<file path="src/rtl/lsd_diag_pkg.sv">
package lsd_diag_pkg;

  // Strobes handed from the control half to the status datapath, per channel.
  typedef struct packed {
    logic ovlHold;   // overload latch of this channel is set
    logic parMode;   // channel is driven from its parallel input
    logic clrLatch;  // fault latch clear request (chip select low)
  } chan_strobe_t;

  // Encoded status bit for a channel given its mode and state.
  function automatic logic encodeStatus(input logic parMode, input logic on,
                                        input logic ovl, input logic above);
    if (parMode) return ovl ? 1'b0 : (on ? ~above : above);
    else         return ovl ? 1'b1 : above;
  endfunction

  // Channel is in one of the fault conditions.
  function automatic logic isFault(input logic on, input logic ovl, input logic above);
    return ovl | (on & above) | (~on & ~above);
  endfunction

endpackage

</file>
<file path="src/rtl/lsd_chan_ctrl.sv">
module lsd_chan_ctrl
  import lsd_diag_pkg::*;
#(
  parameter int unsigned NUM_CH   = 8,
  parameter int unsigned NUM_FILT = 2
) (
  input  logic                clk,
  input  logic                rstN,
  input  logic                csN,
  input  logic [NUM_FILT-1:0] parInN,
  input  logic [NUM_CH-1:0]   cmdOn,
  input  logic [NUM_CH-1:0]   overFlag,
  output logic [NUM_CH-1:0]   driveEn,
  output chan_strobe_t [NUM_CH-1:0] strobes
);

  logic [NUM_CH-1:0] ovlQ;

  for (genvar i = 0; i < NUM_CH; i++) begin : g_ch
    // Overload latch: set by the protection flag while on, dropped with the command.
    always_ff @(posedge clk or negedge rstN) begin
      if (!rstN) ovlQ[i] <= 1'b0;
      else       ovlQ[i] <= cmdOn[i] & (ovlQ[i] | overFlag[i]);
    end

    if (i < NUM_FILT) begin : g_thermal
      // Thermal shutdown acts through the latch only.
      assign driveEn[i] = cmdOn[i] & ~ovlQ[i];
      assign strobes[i] = '{ovlHold: ovlQ[i], parMode: ~parInN[i], clrLatch: ~csN};
    end else begin : g_current
      // Overcurrent cuts the drive in the same cycle.
      assign driveEn[i] = cmdOn[i] & ~ovlQ[i] & ~overFlag[i];
      assign strobes[i] = '{ovlHold: ovlQ[i], parMode: 1'b0, clrLatch: ~csN};
    end
  end

endmodule

</file>
<file path="src/rtl/lsd_status_path.sv">
module lsd_status_path
  import lsd_diag_pkg::*;
#(
  parameter int unsigned NUM_CH   = 8,
  parameter int unsigned NUM_FILT = 2,
  parameter int unsigned FILT_CYC = 2000
) (
  input  logic                      clk,
  input  logic                      rstN,
  input  logic [NUM_CH-1:0]         cmdOn,
  input  logic [NUM_CH-1:0]         vAbove,
  input  chan_strobe_t [NUM_CH-1:0] strobes,
  output logic [NUM_CH-1:0]         status
);

  localparam int unsigned CNT_W = (FILT_CYC > 2) ? $clog2(FILT_CYC) : 1;
  localparam logic [CNT_W-1:0] CNT_LIM = CNT_W'(FILT_CYC - 1);
  localparam logic [1:0] IDLE_CODE = 2'b01; // {fault, statusBit}: healthy, reads 1

  for (genvar i = 0; i < NUM_CH; i++) begin : g_ch
    if (i < NUM_FILT) begin : g_filt
      logic [1:0]       sample, cand, flt;
      logic [CNT_W-1:0] cnt;
      logic             latSet, latCode;

      always_comb begin
        sample[0] = encodeStatus(strobes[i].parMode, cmdOn[i], strobes[i].ovlHold, vAbove[i]);
        sample[1] = isFault(cmdOn[i], strobes[i].ovlHold, vAbove[i]);
      end

      // Stability filter: a new value must hold FILT_CYC+1 edges to pass.
      always_ff @(posedge clk or negedge rstN) begin
        if (!rstN) begin
          cand <= IDLE_CODE;
          flt  <= IDLE_CODE;
          cnt  <= '0;
        end else if (sample != cand) begin
          cand <= sample;
          cnt  <= '0;
        end else if (flt != cand) begin
          if (cnt == CNT_LIM) flt <= cand;
          else                cnt <= cnt + 1'b1;
        end
      end

      // Fault latch: cleared while selected, captures filtered faults otherwise.
      always_ff @(posedge clk or negedge rstN) begin
        if (!rstN) begin
          latSet  <= 1'b0;
          latCode <= 1'b1;
        end else if (strobes[i].clrLatch) begin
          latSet  <= 1'b0;
        end else if (flt[1] && !latSet) begin
          latSet  <= 1'b1;
          latCode <= flt[0];
        end
      end

      assign status[i] = latSet ? latCode : flt[0];
    end else begin : g_direct
      assign status[i] = encodeStatus(strobes[i].parMode, cmdOn[i], strobes[i].ovlHold, vAbove[i]);
    end
  end

endmodule

</file>
<file path="src/rtl/lsd_fault_diag.sv">
module lsd_fault_diag
  import lsd_diag_pkg::*;
#(
  parameter int unsigned NUM_CH   = 8,
  parameter int unsigned NUM_FILT = 2,
  parameter int unsigned FILT_CYC = 2000
) (
  input  logic                clk,
  input  logic                rstN,
  input  logic                csN,
  input  logic [NUM_FILT-1:0] parInN,
  input  logic [NUM_CH-1:0]   cmdOn,
  input  logic [NUM_CH-1:0]   vAbove,
  input  logic [NUM_CH-1:0]   overFlag,
  output logic [NUM_CH-1:0]   driveEn,
  output logic [NUM_CH-1:0]   status
);

  chan_strobe_t [NUM_CH-1:0] strobes;

  lsd_chan_ctrl #(.NUM_CH(NUM_CH), .NUM_FILT(NUM_FILT)) u_ctrl (
    .clk(clk), .rstN(rstN), .csN(csN), .parInN(parInN), .cmdOn(cmdOn),
    .overFlag(overFlag), .driveEn(driveEn), .strobes(strobes)
  );

  lsd_status_path #(.NUM_CH(NUM_CH), .NUM_FILT(NUM_FILT), .FILT_CYC(FILT_CYC)) u_path (
    .clk(clk), .rstN(rstN), .cmdOn(cmdOn), .vAbove(vAbove), .strobes(strobes),
    .status(status)
  );

endmodule

</file>
<file path="config.mk">
export PLATFORM = sky130hd
export DESIGN_NAME = lsd_fault_diag
export DESIGN_NICKNAME = d
export VERILOG_FILES = /design/src/rtl/lsd_diag_pkg.sv /design/src/rtl/lsd_chan_ctrl.sv /design/src/rtl/lsd_status_path.sv /design/src/rtl/lsd_fault_diag.sv
export SDC_FILE = /design/constraint.sdc
export NUM_CORES = 1
export LEC_CHECK = 0
export BUFFER_PORTS_ARGS = -buffer_cell sky130_fd_sc_hd__buf_2
export CAP_MARGIN = 10
export CORE_UTILIZATION = 59
export DETAILED_ROUTE_END_ITERATION = 10
export GPL_ROUTABILITY_DRIVEN = 0
export PLACE_DENSITY = 0.95
export SLEW_MARGIN = 0
export SYNTH_ARGS = -nofsm -noshare
export SYNTH_HDL_FRONTEND = slang
export SYNTH_SLANG_ARGS = --single-unit
</file>
<file path="constraint.sdc">
create_clock -name clk -period 4.3 [get_ports clk]
set_input_delay 0.86 -clock clk [delete_from_list [all_inputs] [get_ports clk]]
set_output_delay 0.86 -clock clk [all_outputs]
set_load 0.02 [all_outputs]
</file>
* After elaboration in Yosys (flattened, before gate mapping) *
Index checks and enable logic that the tools add are counted.

operators by class
  $add $sub $neg = 2
  equality and inequality tests = 10
  muxes and demuxes = 26
  bitwise gates (word level) = 58
  reductions and logical operators = 12

operator list
  cell                                                   number
  2-to-1 mux 11 bit                                      6
  bitwise AND 1 bit                                      26
  adder 11 x 1 -> 11 bit, second input constant          2
  equality test 11 bit, second input constant            2
  2-to-1 mux 1 bit                                       20
  NOT 1 bit                                              20
  bitwise OR 1 bit                                       12
  inequality test 2 x 1 -> 1 bit, second input constant  4
  inequality test 2 bit                                  4
  AND reduction 2 bit                                    4
  AND reduction 3 bit                                    2
  nonzero test 2 bit                                     2
  logical AND 1 bit                                      2
  zero test 1 bit                                        2

word-level totals
  register bits after elaboration = 42
  output and inout port bits = 16

* Logic depth before layout (Yosys ltp) *
  word-level depth = 7
  gate-level depth with buffers = 7
  mapped depth without buffers = 6

* Hierarchy *
From an unflattened synthesis, not the netlist that was laid out.

unflattened totals
  cells, all modules = 252
  area, all modules = 2511.2 um2

modules (own cells, without submodules)
  module           instances  cells an instance  area each (um2)
  lsd_status_path  1          211                2050.7
  lsd_chan_ctrl    1          41                 460.4

* Worst setup path after synthesis *
OpenSTA, ideal clock, no wires.

  path kind = input to register
  start = input port cmdOn[0]
  end = register u_path.g_ch[0].g_filt.flt[1]
  library setup time = 125 ps
  data arrival time = 2370 ps
  required time = 4175 ps
  path slack = 1806 ps
  cell stages on the path = 6
  buffers on the path = 0
  cell sequence = inv_1 > ha_1 > or3b_2 > and3b_1 > o211ai_1 > mux2_2

between the ends
  word-level cells in the longest chain between the ends = 6
  elaborated cells on any way between the ends = 11
  classes of those cells = eq/ne (1); mux (3); bitwise (6); reduce/logical (1)

ends and longest elaborated chain
  element                                                       line                                    source
  from (decl)                                                   lsd_fault_diag.sv:12                    input logic [NUM_CH-1:0] cmdOn,
  2-to-1 mux 1 bit, or another cell as far along (2 in series)  lsd_diag_pkg.sv:13                      if (parMode) return ovl ? 1'b0 : (on ? ~above : above);
  2-to-1 mux 1 bit / bitwise OR 1 bit (equally long branches)   lsd_diag_pkg.sv:13, lsd_diag_pkg.sv:19
  inequality test 2 bit *                                       lsd_status_path.sv:37                   end else if (sample != cand) begin
  NOT 1 bit (no line) *                                         n/a
  AND reduction 3 bit (no line) *                               n/a
  to (signal assigned)                                          lsd_status_path.sv:41                   if (cnt == CNT_LIM) flt <= cand;
  to (decl)                                                     lsd_status_path.sv:22                   logic [1:0] sample, cand, flt;

Mark *: on every way between the ends. The rest lies on a longest branch, timed or not.
A chain may end at the register's enable or synchronous reset.

* Worst setup path in the final report *
  start = input port cmdOn[1]
  end = register u_path.g_ch[1].g_filt.cnt[3]

between the ends
  word-level cells in the longest chain between the ends = 6
  elaborated cells on any way between the ends = 13
  classes of those cells = eq/ne (2); mux (4); bitwise (5); reduce/logical (2)

ends and longest elaborated chain
  element                                                                                line                                    source
  2-to-1 mux 1 bit, or another cell as far along (2 in series)                           lsd_diag_pkg.sv:13
  2-to-1 mux 1 bit / bitwise OR 1 bit (equally long branches)                            lsd_diag_pkg.sv:13, lsd_diag_pkg.sv:19
  inequality test 2 bit *                                                                lsd_status_path.sv:37
  inequality test 2 x 1 -> 1 bit (no line) / nonzero test 2 bit (equally long branches)  n/a
  AND reduction 2 bit (no line)                                                          n/a
  to (signal assigned)                                                                   lsd_status_path.sv:42                   else cnt <= cnt + 1'b1;
  to (decl)                                                                              lsd_status_path.sv:23                   logic [CNT_W-1:0] cnt;

Marks and branches as above.

==> flow_summary.ini <==
[run_status]
status = finished clean

[placed_design]
hpwlAfterDp_um = 2892
io_buffers = 44
pre_cts_ws_ps = 1602

[logic_synthesis]
netlist_instances = 213
post_synth.cell_area_avg_um2 = 10.44
yosysTopAreaCellShare_pct = 40.52
synth_commonest_cells = dfrtp_1 (36), nor2_1 (17), a21oi_1 (14), o21ai_0 (12), nand2_1 (10)
ys_async_sr_fraction_pct = 100.0
synth_edf_count = 0
seq_area_frac_synth_pct = 47.61
synth_area_leader_cell = dfrtp_1
syn_area_mm2 = 0.002223
yosysUniqueCellTypes = 46
yosysWarnings = 0
synth_ff_type = dfrtp_1
ys_seq_elements = 42
syn_nets = 248
synthTopCellsByArea = dfrtp_1 (41%), dfstp_2 (7.1%), mux2_2 (4.1%), ha_1 (3.4%), a21oi_1 (3.2%)
yosysMostFrequentCell = dfrtp_1

[floorplan]
start_util_pct = 64.11
rows = 21
die_w_um = 63.39
core-area_mm2 = 0.003468
die_area_mm2 = 0.004018
pin_count = 45
fp.dieH_um = 63.39

[layout]
layout-drive-gt1-share_pct = 33.08
syn2layout_area_growth_pct = 16.83
diodes = 0
nets = 297

[clock_network]
insertion_delay_ps = 300
clk_path_buf_depth = 2
cts-resized-gates = 0
cts_sinks = 42
cts_tree = yes
hold_buffers = 0
root_buffer = clkbuf_8
htree_levels = 2
cts_setup_buffers = 0
cts_buffers = 5
clkSlewWorstSetupHoldPaths_ps = 70

[global_route]
grt_overflow = 0
grt_max_degree = 43
grt_pass1_wl_um = 7058
grt_pass1_vias = 1671
grt_use_total_pct = 22.61
antenna_found_initial = 0

[timing]
final_hold_viol_count = 0
setup_viol_count_final = 0
finalCriticalPeriod_ps = 2392
skew_ps = 8.127
rsz0062_at_grt = no
setup_slack_ps = 1908
slew_headroom_pct = 40.77
slew_viol_final = 0
period_share_pct = 55.63
holdWs_ps = 502.9
setup_tns_ps = 0
fmax_ghz = 0.4180
tightest_slew_ps = 888.5

[setup_path]
crit_family = simple AND/OR/NAND/NOR gates
crit_top_cell = nand3_1
worstSetupStartpointType = input pin
crit_required_ps = 4490
end_kind = flip-flop
cp_cell_sequence = buf_2 -> inv_1 -> ha_1 -> or3b_2 -> nand3_1 -> nand3_1 -> nor4_1
critPathKind = in -> reg
cp_max_fo = 11
max_stage_delay_ps = 470
arrival_ps = 2580
startpoint = cmdOn[1]
slowest_stage = or3b_2
path_buf_inv = 2
r2r-start = u_path.g_ch[1].g_filt.cnt[0]$_DFFE_PN0P_

[detailed_routing]
viasPerCell = 5.767
drtPass1Iterations = 4
drcViolationCount = 0
postRouteAntennaNets = 0
routed_wl_um = 4020
vias = 1782
drt-initial-drc-count = 89
wire_per_inst_um = 13.01

[power_and_ir_drop]
p_total_mw = 0.8232
p_leak_nw = 1.143
power_density_mw_per_mm2 = 316.9
vdd.ir_drop.worst_mv = 0.2589

[min_path]
hold_class = reg -> reg
holdCritStartpoint = u_ctrl.strobes[11]$_DFF_PN0_

[flow_run]
maxCapViolations = 0
-- final cells by class --
| class | instances | area (µm²) |
|---|---|---|
| multi-input combinational | 161 | 1117 |
| timing repair buffer | 45 | 227.7 |
| inverter | 7 | 26.28 |
| clock buffer | 8 | 110.1 |
| fill | 255 | 870.8 |
| sequential | 42 | 1059 |
| tap | 46 | 57.56 |
-- metal layers --
| metal | vias to the layer above | part of all wire, % | GRT usage (%) |
|---|---|---|---|
| li1 | 884 | - | - |
| met1 | 829 | 46 | 28.69 |
| met2 | 61 | 48 | 37.23 |
| met3 | 8 | 4.5 | 4.167 |
| met4 | 0 | 1.8 | 10.51 |
| met5 | - | 0 | 0 |
-- worst reg2reg max path, stage by stage, from the launching register on --
cell and delay, ps:
dfrtp_1 410, ha_1 230, nand3_2 180, nor4_4 440, nand4_1 190, mux2_2 300
-- where the power goes --
group,total (mW),switching [mW],internal (mW)
clock network,0.291,0.129,0.162
logic,0.107,0.0635,0.0439
registers,0.425,0.0142,0.410
-- sequential cells by signal (all words and copies together), names as in the netlist --
name                        cells
u_ctrl.strobes                  8
u_path.g_ch.g_filt.cand         4
u_path.g_ch.g_filt.cnt         22
u_path.g_ch.g_filt.flt          4
u_path.g_ch.g_filt.latCode      2
u_path.g_ch.g_filt.latSet       2
-- layout by cell type, fill, tap and decap left out, types with 2 or more instances in the layout --
master	n
buf_2	44
and2_1	2
or3_1	6
nor3_1	2
o31ai_1	4
ha_1	6
dfrtp_1	36
nor4_1	2
nand2_1	10
inv_1	7
or3b_2	4
or4_4	2
a211oi_1	2
a21oi_1	14
o211ai_1	2
xor2_1	5
nor3b_1	6
o21a_1	8
or3_2	2
or4_1	3
o21ai_0	12
nor2_1	17
xnor2_1	7
mux2_2	8
dfstp_2	6
o2111ai_1	3
nand3_1	6
nand4_1	5
clkbuf_8	8
or2_2	7
-- cell families (layout without fill, tap and decap cells) --
kind of cell             Yosys count  in the layout  share of synthesized area [%]
AND/OR/NAND/NOR                   82             82                          22.74
AO/OA/AOI/OAI                     53             53                          15.36
flip-flops                        42             42                          47.61
XOR/XNOR                          12             12                          4.727
buffers and inverters             10             60                          2.139
multiplexers                       8              8                          4.052
adder cells (fa/ha/maj)            6              6                          3.376
-- through the flow --
step           area [µm²]  instances  utilization (%)
2_1_floorplan        2223        213                -
3_3_place_gp         2487        301            71.72
3_5_place_dp         2487        301            71.72
4_1_cts              2597        309            74.89
5_1_grt              2597        309            74.89
6_report             2597        309            74.89
-- worst paths after layout --
path	endpoint	slack, ps	depth (start not counted)
max	u_path.g_ch[1].g_filt.cnt[3]$_DFFE_PN0P_	1910	7
max reg2reg	u_path.g_ch[1].g_filt.flt[1]$_DFFE_PN0P_	2440	5
min reg2reg	u_ctrl.strobes[11]$_DFF_PN0_	500	1
min in group asynchronous	u_path.g_ch[0].g_filt.cnt[0]$_DFFE_PN0P_	680	1
min	u_ctrl.strobes[11]$_DFF_PN0_	500	1
max in group asynchronous	u_path.g_ch[0].g_filt.cnt[10]$_DFFE_PN0P_	3060	1
(Power assumes the default switching activity.)
